File: src/rtl/coast_clamp_pkg.sv
package coast_clamp_pkg;
  localparam int SIG_HS    = 0;
  localparam int SIG_VS    = 1;
  localparam int SIG_COAST = 2;
  localparam int SIG_CLAMP = 3;
  localparam int NUM_SIG   = 4;
endpackage

File: src/rtl/cc_sync_edge.sv
module cc_sync_edge #(
  parameter int W = 4
) (
  input  logic         clk_i,
  input  logic         rst_ni,
  input  logic [W-1:0] async_i,
  output logic [W-1:0] lvl_o,
  output logic [W-1:0] rise_o,
  output logic [W-1:0] fall_o
);
  logic [W-1:0] s1_q, s2_q, d_q;

  always_ff @(posedge clk_i or negedge rst_ni) begin
    if (!rst_ni) begin
      s1_q <= '0;
      s2_q <= '0;
      d_q  <= '0;
    end else begin
      s1_q <= async_i;
      s2_q <= s1_q;
      d_q  <= s2_q;
    end
  end

  for (genvar i = 0; i < W; i++) begin : g_edge
    assign rise_o[i] = s2_q[i] & ~d_q[i];
    assign fall_o[i] = ~s2_q[i] & d_q[i];
  end

  assign lvl_o = s2_q;
endmodule

File: src/rtl/cc_coast_pol.sv
module cc_coast_pol #(
  parameter int FRAME_W = 20
) (
  input  logic clk_i,
  input  logic rst_ni,
  input  logic pin_lvl_i,
  input  logic vs_rise_i,
  input  logic ovr_i,
  input  logic pol_i,
  output logic coast_o
);
  localparam logic [FRAME_W-1:0] CNT_MAX = '1;

  logic [FRAME_W-1:0] hi_q, cyc_q;
  logic               act_hi_q;
  logic               coast_q;
  logic               act_hi;

  assign act_hi = ovr_i ? pol_i : act_hi_q;

  always_ff @(posedge clk_i or negedge rst_ni) begin
    if (!rst_ni) begin
      hi_q     <= '0;
      cyc_q    <= '0;
      act_hi_q <= 1'b1;
      coast_q  <= 1'b0;
    end else begin
      coast_q <= act_hi ? pin_lvl_i : ~pin_lvl_i;
      if (vs_rise_i) begin
        // majority high over the frame -> pin idles high -> active low
        act_hi_q <= ({hi_q, 1'b0} <= {1'b0, cyc_q});
        hi_q     <= '0;
        cyc_q    <= '0;
      end else begin
        if (cyc_q != CNT_MAX) cyc_q <= cyc_q + FRAME_W'(1);
        if (pin_lvl_i && hi_q != CNT_MAX) hi_q <= hi_q + FRAME_W'(1);
      end
    end
  end

  assign coast_o = coast_q;

  AST_POL_FORCED: assert property (@(posedge clk_i) disable iff (!rst_ni)
    (ovr_i && pol_i && pin_lvl_i) |=> coast_o);
endmodule

File: src/rtl/cc_coast_vs.sv
module cc_coast_vs #(
  parameter int LINE_W = 12,
  parameter int PRE_W  = 8
) (
  input  logic             clk_i,
  input  logic             rst_ni,
  input  logic             vs_lvl_i,
  input  logic             vs_rise_i,
  input  logic             vs_fall_i,
  input  logic             hs_rise_i,
  input  logic [PRE_W-1:0] pre_i,
  input  logic [PRE_W-1:0] post_i,
  output logic             coast_o
);
  localparam int SUM_W = ((LINE_W > PRE_W) ? LINE_W : PRE_W) + 1;
  localparam logic [LINE_W-1:0] LINE_MAX = '1;

  logic [LINE_W-1:0] line_q, total_q;
  logic              seen_q, valid_q;
  logic [PRE_W-1:0]  post_q;
  logic              coast_q;
  logic              pre_hit;

  assign pre_hit = valid_q && (pre_i != '0) &&
                   ((SUM_W'(line_q) + SUM_W'(pre_i)) > SUM_W'(total_q));

  always_ff @(posedge clk_i or negedge rst_ni) begin
    if (!rst_ni) begin
      line_q  <= '0;
      total_q <= '0;
      seen_q  <= 1'b0;
      valid_q <= 1'b0;
      post_q  <= '0;
      coast_q <= 1'b0;
    end else begin
      coast_q <= vs_lvl_i | vs_fall_i | (post_q != '0) | pre_hit;
      if (vs_fall_i)                    post_q <= post_i;
      else if (hs_rise_i && post_q != '0) post_q <= post_q - PRE_W'(1);
      if (vs_rise_i) begin
        total_q <= line_q;
        valid_q <= seen_q;
        seen_q  <= 1'b1;
        line_q  <= '0;
      end else if (hs_rise_i && line_q != LINE_MAX) begin
        line_q <= line_q + LINE_W'(1);
      end
    end
  end

  assign coast_o = coast_q;

  AST_VS_HOLD: assert property (@(posedge clk_i) disable iff (!rst_ni)
    vs_lvl_i |=> coast_o);
  AST_POST_HOLD: assert property (@(posedge clk_i) disable iff (!rst_ni)
    vs_fall_i |=> coast_o);
  AST_PRE_OFF: assert property (@(posedge clk_i) disable iff (!rst_ni)
    (pre_i == '0 && !vs_lvl_i && !vs_fall_i && post_q == '0) |=> !coast_o);
endmodule

File: src/rtl/cc_clamp_gen.sv
module cc_clamp_gen #(
  parameter int CLAMP_DLY = 4,
  parameter int CLAMP_LEN = 6
) (
  input  logic clk_i,
  input  logic rst_ni,
  input  logic hs_fall_i,
  input  logic pin_lvl_i,
  input  logic sel_i,
  input  logic pol_i,
  output logic clamp_o
);
  localparam int T_W = $clog2(CLAMP_DLY + CLAMP_LEN + 1);
  localparam logic [T_W-1:0] T_ON  = T_W'(CLAMP_DLY);
  localparam logic [T_W-1:0] T_END = T_W'(CLAMP_DLY + CLAMP_LEN);

  logic [T_W-1:0] t_q;
  logic           ext_q;
  logic           int_win;

  always_ff @(posedge clk_i or negedge rst_ni) begin
    if (!rst_ni) begin
      t_q   <= '0;
      ext_q <= 1'b0;
    end else begin
      ext_q <= pol_i ? ~pin_lvl_i : pin_lvl_i;
      if (hs_fall_i)        t_q <= T_W'(1);
      else if (t_q == T_END) t_q <= '0;
      else if (t_q != '0)    t_q <= t_q + T_W'(1);
    end
  end

  assign int_win = (t_q > T_ON) && (t_q <= T_END);
  assign clamp_o = sel_i ? ext_q : int_win;

  if (CLAMP_DLY > 0) begin : g_gap_chk
    AST_CLAMP_GAP: assert property (@(posedge clk_i) disable iff (!rst_ni)
      hs_fall_i |=> !int_win);
  end
endmodule

File: src/rtl/coast_clamp_ctrl.sv
module coast_clamp_ctrl
  import coast_clamp_pkg::*;
#(
  parameter int LINE_W    = 12,
  parameter int FRAME_W   = 20,
  parameter int PRE_W     = 8,
  parameter int CLAMP_DLY = 4,
  parameter int CLAMP_LEN = 6
) (
  input  logic             clk_i,
  input  logic             rst_ni,
  input  logic             hsync_i,
  input  logic             vsync_i,
  input  logic             coast_pin_i,
  input  logic             clamp_pin_i,
  input  logic             coast_sel_i,
  input  logic             coast_pol_ovr_i,
  input  logic             coast_pol_i,
  input  logic [PRE_W-1:0] pre_coast_i,
  input  logic [PRE_W-1:0] post_coast_i,
  input  logic             clamp_sel_i,
  input  logic             clamp_pol_i,
  output logic             coast_o,
  output logic             clamp_o
);
  logic [NUM_SIG-1:0] raw, lvl, rise, fall;
  logic               pin_coast, vs_coast;

  always_comb begin
    raw            = '0;
    raw[SIG_HS]    = hsync_i;
    raw[SIG_VS]    = vsync_i;
    raw[SIG_COAST] = coast_pin_i;
    raw[SIG_CLAMP] = clamp_pin_i;
  end

  cc_sync_edge #(.W(NUM_SIG)) u_sync (
    .clk_i, .rst_ni, .async_i(raw), .lvl_o(lvl), .rise_o(rise), .fall_o(fall)
  );

  cc_coast_pol #(.FRAME_W(FRAME_W)) u_pol (
    .clk_i, .rst_ni,
    .pin_lvl_i(lvl[SIG_COAST]), .vs_rise_i(rise[SIG_VS]),
    .ovr_i(coast_pol_ovr_i), .pol_i(coast_pol_i), .coast_o(pin_coast)
  );

  cc_coast_vs #(.LINE_W(LINE_W), .PRE_W(PRE_W)) u_vs (
    .clk_i, .rst_ni,
    .vs_lvl_i(lvl[SIG_VS]), .vs_rise_i(rise[SIG_VS]), .vs_fall_i(fall[SIG_VS]),
    .hs_rise_i(rise[SIG_HS]), .pre_i(pre_coast_i), .post_i(post_coast_i),
    .coast_o(vs_coast)
  );

  cc_clamp_gen #(.CLAMP_DLY(CLAMP_DLY), .CLAMP_LEN(CLAMP_LEN)) u_clamp (
    .clk_i, .rst_ni,
    .hs_fall_i(fall[SIG_HS]), .pin_lvl_i(lvl[SIG_CLAMP]),
    .sel_i(clamp_sel_i), .pol_i(clamp_pol_i), .clamp_o(clamp_o)
  );

  assign coast_o = coast_sel_i ? vs_coast : pin_coast;
endmodule

File: config.mk
export PLATFORM = sky130hd
export DESIGN_NAME = coast_clamp_ctrl
export DESIGN_NICKNAME = d
export VERILOG_FILES = /design/src/rtl/coast_clamp_pkg.sv /design/src/rtl/cc_sync_edge.sv /design/src/rtl/cc_coast_pol.sv /design/src/rtl/cc_coast_vs.sv /design/src/rtl/cc_clamp_gen.sv /design/src/rtl/coast_clamp_ctrl.sv
export SDC_FILE = /design/constraint.sdc
export NUM_CORES = 1
export LEC_CHECK = 0
export ABC_CLOCK_PERIOD_IN_PS = 3800
export BUFFER_PORTS_ARGS = -buffer_cell sky130_fd_sc_hd__buf_2
export CAP_MARGIN = 20
export CORE_ASPECT_RATIO = 1.2
export CORE_MARGIN = 2
export CORE_UTILIZATION = 59
export DETAILED_ROUTE_END_ITERATION = 10
export HOLD_SLACK_MARGIN = 0.15
export PLACE_DENSITY = 0.8
export RECOVER_POWER = 25
export SETUP_SLACK_MARGIN = 0.2
export SYNTH_ARGS = -nofsm -noshare
export SYNTH_HDL_FRONTEND = slang
export SYNTH_SLANG_ARGS = --single-unit
File: constraint.sdc
create_clock -name clk_i -period 3.8 [get_ports clk_i]
set_clock_uncertainty 0.15 [all_clocks]
set_input_delay 0.38 -clock clk_i [delete_from_list [all_inputs] [get_ports clk_i]]
set_output_delay 0.38 -clock clk_i [all_outputs]
set_load 0.02 [all_outputs]
==> flow_summary.yaml, run 1 <==
status:
  status: "finished clean"
grt:
  grt_antenna_before_repair: 0
  grt_use_total_pct: 25.4
  grt_pass1_wl_mm: 20.6
  grt_pass1_vias: 4528
  grt_max_degree: 41
  grt_overflow: 0
timing:
  finalSetupTns_ns: 0
  relSlewSlack_pct: 10.5
  min_period_ns: 3.34
  max_freq_mhz: 300
  grt_setup_unrepaired: "no"
  period_share_pct: 87.8
  worst_slew_pin_slew_ns: 1.34
  drv_slew: 0
  setup_violations: 0
  finalHoldViolations: 0
detailed_routing:
  dr_total_vias: 4430
  remaining_drc_errors: 0
  wire_per_inst_microns: 15.6
  drt_iter0_markers: 222
  viasPerCell: 5.79
  dr.pass1.iters: 5
  detail-route-antenna-nets: 0
  totalWireLength_mm: 11.9
layout:
  final_util_pct: 67.8
  drive_above_1_share_pct: 9.15
  final_cells: 765
  final_area_sq_um: 6150
  area_delta_synth_final_pct: 10.7
  nets: 713
  multi_input_area_sq_um: 3050
  antenna_cells: 0
  regArea_sq_um: 2300
  nFillCells: 741
floorplanning:
  placementRows: 38
  start_util_pct: 61.2
  die_x_microns: 92.6
  fp.dieH_microns: 110
  core_sq_um: 9080
  top_level_ports: 29
  dieArea_sq_um: 10200
worst_setup_path:
  reg2regPathDepth: 14
  cp.required_ns: 3.90
  crit_path_start_kind: "flop"
  r2r-start: "u_vs.line_q[0]"
  ff2ff_setup_slack_ns: 0.46
  crit_type: "reg -> reg"
  cp.arrival_ns: 3.44
  r2r-end: "u_vs.coast_o"
  crit_end: "u_vs.coast_o"
  path_max_fanout: 6
  cp-startpoint: "u_vs.line_q[0]"
  cp-end-kind: "flop"
synthesis:
  synthCells: 600
  synth_top_area_share_pct: 41.0
  async_reset_ff_share_pct: 100
  yosysWarnings: 0
  synthTopCellsByCount: "91 x dfrtp_1, 64 x nor2_1, 56 x nand2_1"
  yosys.area.top_type: "dfrtp_1"
  synth.most_common_cell: "dfrtp_1"
  synthTopCellsByArea: "dfrtp_1 41%, ha_1 9.9%, xnor2_1 5.5%"
  ys_ff_latch: 92
  synth_area_sq_um: 5560
  synth.distinct_cells: 61
  syn-num-nets: 672
  yosysSeqAreaShare_pct: 41.4
  synth_edf_count: 0
  syn_avg_cell_area_sq_um: 9.26
  yosys_most_used_dff: "dfrtp_1"
place:
  place_area_sq_um: 5830
  gp_congestion: 0.839
  dp.cells: 736
  dp_hpwl_mm: 8.63
  io_buffers: 28
pwr:
  leakagePower_uw: 0.00270
  p_sw_share_pct: 30.4
  peakVddDrop_mv: 0.287
  clock_power_share_pct: 28.1
  power_frac_seq_pct: 50.9
  internal_power_uw: 1590
  powerDensity_nw_per_um2: 372
  combPwrFrac_pct: 21.0
  p_sw_uw: 696
clocking:
  clkSlewWorstSetupHoldPaths_ns: 0.09
  clkSinkCount: 92
  clock-root-buffer: "clkbuf_8"
  cts_tree: "built"
  cts_buffers: 9
  cts.htree.levels: 3
  cts_buffer_depth: 2
  insertion_delay_ns: 0.37
hold_path:
  hold_path.class: "reg -> reg"
job:
  timing.max_cap.violations: 0
worst max-delay path, stage by stage, from the launching register on:
cell and delay (ns):
dfrtp_1 0.45, ha_1 0.23, inv_1 0.07, fa_1 0.41, nor2b_1 0.18, o2111ai_1 0.18
a31oi_2 0.25, nand3_1 0.14, xnor2_1 0.16, ha_1 0.30, nand3_1 0.11, nor2_1 0.07
a21boi_0 0.11, nand3b_1 0.16, a211o_1 0.26
what timing repair did:
action | in CTS | in global routing
hold buffers | 14 | 0
resized for setup | 0 | 1
buffers inserted | 0 | 0
endpoints found under the hold margin | 33 | 0
endpoints found under the setup margin | 0 | 1
layout by cell type (no fill, tap or decap), types with 4 or more instances in the layout:
cell type	count
or3_1	7
nor3_1	16
a211oi_1	11
ha_1	44
dlygate4sd3_1	14
o21a_1	7
nand2_1	56
xor2_1	15
nor2_1	64
a21o_1	6
nand2b_1	5
nand4_1	13
nor2b_1	7
o21ai_0	33
dfrtp_1	91
or4_1	9
nand3_1	23
and4_1	4
a41oi_1	4
o31ai_1	5
xnor2_1	35
inv_1	41
and3_1	10
clkbuf_8	9
buf_2	27
mux2i_1	4
a21oi_1	23
how the worst min path moves through the flow:
stage / depth (start not counted) / slack [ns] / endpoint / start
after detailed placement: 1 / 0.15 / u_vs.total_q[2] / rst_ni
final: 0 / 0.20 / u_sync.lvl_o[2] / u_sync.s1_q[2]
after global placement: 1 / 0.14 / u_vs.total_q[2] / rst_ni
after floorplan: 0 / -0.07 / u_clamp.ext_q / rst_ni
after global routing: 0 / 0.22 / u_sync.lvl_o[3] / u_sync.s1_q[3]
after CTS: 0 / 0.20 / u_sync.lvl_o[2] / u_sync.s1_q[2]
per-layer routing:
layer  global-route usage, %  wire [microns]
met5                       0               0
met4                    12.0             280
met3                    4.21             362
met2                    45.6            6330
met1                    29.9            4930
kinds of logic (layout without fill, tap and decap cells):
group / after synthesis / in the layout / synth area share, %
and+or+nand+nor: 235 / 235 / 21.6
AOI/OAI and AO/OA: 115 / 115 / 13.9
DFF: 92 / 92 / 41.4
buffers and inverters: 58 / 103 / 3.98
muxes: 5 / 5 / 0.923
xor gates and xnor gates: 50 / 50 / 7.88
adders and majority gates: 45 / 45 / 10.3
state kept, by name (all words and copies together) (netlist names):
signal,flops
u_vs.coast_o,1
u_vs.total_q,12
u_pol.act_hi_q,1
u_pol.hi_q,20
u_vs.post_q,8
u_vs.valid_q,1
u_sync.s1_q,4
u_sync.lvl_o,4
u_pol.cyc_q,20
u_clamp.ext_q,1
u_pol.coast_o,1
u_vs.seen_q,1
u_sync.d_q,2
u_vs.line_q,12
u_clamp.t_q,4
final cells by class:
type                            instances  share of cell area [%]
Multi-Input combinational cell        450                    49.5
Sequential cell                        92                    37.4
Timing Repair Buffer                   47                    5.04
Inverter                               41                    2.50
Tap cell                              120                    2.44
Clock buffer                           10                    2.07
Clock inverter                          5                    1.02
power by group through the flow:
| stage | logic [uW] | clock network, uW | registers, uW |
|---|---|---|---|
| 2_1_floorplan | 356 | 0 | 1150 |
| 3_3_place_gp | 447 | 0 | 1180 |
| 3_5_place_dp | 465 | 0 | 1190 |
| 4_1_cts | 481 | 661 | 1170 |
| 5_1_grt | 563 | 696 | 1180 |
| 6_report | 480 | 644 | 1170 |
per-stage QoR:
| step | total power, uW | setup slack [ns] | hold slack [ns] |
|---|---|---|---|
| floorplan | 1510 | 0.799 | -0.0656 |
| finish | 2290 | 0.464 | 0.203 |
| detailed placement | 1650 | 0.445 | 0.146 |
| global placement | 1620 | 0.570 | 0.138 |
| global route | 2440 | 0.239 | 0.219 |
| CTS | 2310 | 0.450 | 0.204 |
Power figures use the tool's default switching activity.
==> run 2: changes to the inputs <==
- ABC_CLOCK_PERIOD_IN_PS: 3800 -> 3400
- clock period: 3.8 -> 3.4 ns (I/O delays scaled with it)
==> run 2 against run 1 <==
Net effect: utilization grew 1.8 points; worst hold slack worse by 0.0083 ns; final cell count rose by 1.3%; critical path depth fell by 2; global-route usage decreased by 0.71 points; first-iteration DRC count is 1.8% lower; via count is 1.8% higher; die area unchanged; final area grew 2.6%; sequential power increased by 11%; critical endpoint unchanged.
==> flow_summary.yaml, run 2 (synthesis gave the netlist of run 1 again) <==
timing:
  worst_slew_pin_slew_ns: 0.894
  finalHoldWorstSlack_ns: 0.195
  grt_setup_unrepaired: "no"
  max_freq_mhz: 324
  setup_violations: 0
  period_share_pct: 90.8
  finalSetupTns_ns: 0
  drv_slew: 0
  relSlewSlack_pct: 40.3
  min_period_ns: 3.09
  finalHoldViolations: 0
worst_setup_path:
  cp.arrival_ns: 3.19
  cp_cell_sequence: "ha_4, a211oi_2, nor2_1, o41a_1, a41oi_2, xnor2_1, ha_1, nand3_1, nor2_1, a21boi_1, nand3b_1, a211o_1"
  cp_common_cell: "nor2_1"
  crit_type: "reg -> reg"
  reg2regPathDepth: 12
  cp.required_ns: 3.51
  crit_path_start_kind: "flop"
  worst_path_dominant_cell_family: "compound AO/OA/AOI/OAI gates"
  path_max_fanout: 4
  crit_buf_inv: 0
  cp-end-kind: "flop"
  worst-path-stages: 12
  critPathSlowestCell: "o41a_1"
  slowest_delay_ns: 0.50
pwr:
  clock_power_share_pct: 28.6
  p_sw_share_pct: 30.9
  internal_power_uw: 1810
  combPwrFrac_pct: 21.6
  p_sw_uw: 811
  p_total_uw: 2620
  power_frac_seq_pct: 49.7
  peakVddDrop_mv: 0.308
  powerDensity_nw_per_um2: 415
  leakagePower_uw: 0.00277
place:
  io_buffers: 28
  gp_congestion: 0.920
  dp_hpwl_mm: 8.51
  place_area_sq_um: 5840
  dp.cells: 738
floorplanning:
  die_x_microns: 92.6
  core_sq_um: 9080
  placementRows: 38
  top_level_ports: 29
  dieArea_sq_um: 10200
  start_util_pct: 61.2
  fp.dieH_microns: 110
detailed_routing:
  wire_per_inst_microns: 15.4
  top_layer: "met4"
  met1_length_mm: 5.10
  drt_iter0_markers: 218
  totalWireLength_mm: 11.9
  wl_met2_mm: 6.22
  viasPerCell: 5.82
  dr.pass1.iters: 4
  dr_wl_met3_microns: 303
  dr_total_vias: 4511
  detail-route-antenna-nets: 0
  remaining_drc_errors: 0
grt:
  grt_max_degree: 41
  grt_overflow: 0
  grt_pass1_vias: 4584
  grt_antenna_before_repair: 0
  grt_pass1_wl_mm: 20.2
  grt_use_total_pct: 24.7
layout:
  nets: 722
  final_cells: 775
  area_delta_synth_final_pct: 13.7
  layout_common_cells: "87 x dfrtp_1, 64 x nor2_1, 56 x nand2_1"
  antenna_cells: 0
  final_area_sq_um: 6320
  reg_top3: "u_pol.cyc_q: 20 flops, u_pol.hi_q: 20 flops"
  drive_above_1_share_pct: 13.4
  layout_commonest_cell: "dfrtp_1"
clocking:
  cts_buffer_depth: 2
  clkSlewWorstSetupHoldPaths_ns: 0.09
  clock-root-buffer: "clkbuf_8"
  cts_tree: "built"
  insertion_delay_ns: 0.37
  cts_buffers: 9
  clkSinkCount: 92
  cts.htree.levels: 3
job:
  timing.max_cap.violations: 0
hold_path:
  hold_path.class: "in -> reg"
  hold_depth: 3
status:
  status: "finished clean"
## run 2: cell types whose count changed in the layout (fill, tap and decap cells not counted), sizes merged
cell | previous run | this run
clkbuf | 13 | 9
buf | 30 | 42
inv | 42 | 44
clkinvlp | 2 | 1
clkinv | 1 | 2
## run 2: final cells by class
| type | count | area [sq um] |
|---|---|---|
| clock buffers | 9 | 124 |
| clock inverters | 7 | 73.8 |
| fillers | 695 | 2760 |
| inverters | 41 | 154 |
| multi-input cells | 450 | 3120 |
| flip-flops and latches | 92 | 2310 |
| well taps | 120 | 150 |
| repair buffers | 56 | 388 |
## run 2: per-stage QoR
stage               utilization, %  setup slack (ns)
floorplan                        -             0.399
global placement              64.3             0.188
detailed placement            64.3            0.0391
CTS                           68.3             0.211
global route                  69.6             0.197
finish                        69.6             0.314
## run 2: final timing paths
path,startpoint,endpoint,slack (ns)
setup / recovery,u_vs.line_q[1],u_vs.coast_o,0.31
hold / removal,coast_pol_i,u_pol.coast_o,0.19
setup reg to reg,u_vs.line_q[1],u_vs.coast_o,0.31
hold reg to reg,u_sync.s1_q[3],u_sync.lvl_o[3],0.21
max in group asynchronous,rst_ni,u_clamp.ext_q,1.97
min in group asynchronous,rst_ni,u_vs.total_q[2],0.34
## run 2: worst register-to-register path: cells and delay by family, from the launching register on
kind | cells | cell delay [ns]
DFF | 1 | 0.45
xor gates and xnor gates | 1 | 0.14
adders and majority gates | 2 | 0.50
and+or+nand+nor | 4 | 0.45
AOI/OAI and AO/OA | 5 | 1.29
## run 2: timing repair
action | in CTS | in global routing
setup endpoints to repair | 1 | 1
cloned | 0 | 0
resized for setup | 3 | 15
buffers inserted | 2 | 5
pin swaps | 1 | 4
hold endpoints to repair | 50 | 0
hold buffers | 14 | 0
## run 2: power by group through the flow
stage / registers (uW) / logic [uW] / clock network, uW
floorplan: 1290 / 398 / 0
global placement: 1320 / 507 / 0
detailed placement: 1330 / 524 / 0
CTS: 1300 / 548 / 768
global route: 1320 / 659 / 803
finish: 1300 / 568 / 751
## run 2: routing by layer
layer,vias up,GRT usage [%]
li1,2224,-
met1,2191,28.6
met2,70,45.5
met3,26,3.81
met4,0,11.0
met5,-,0
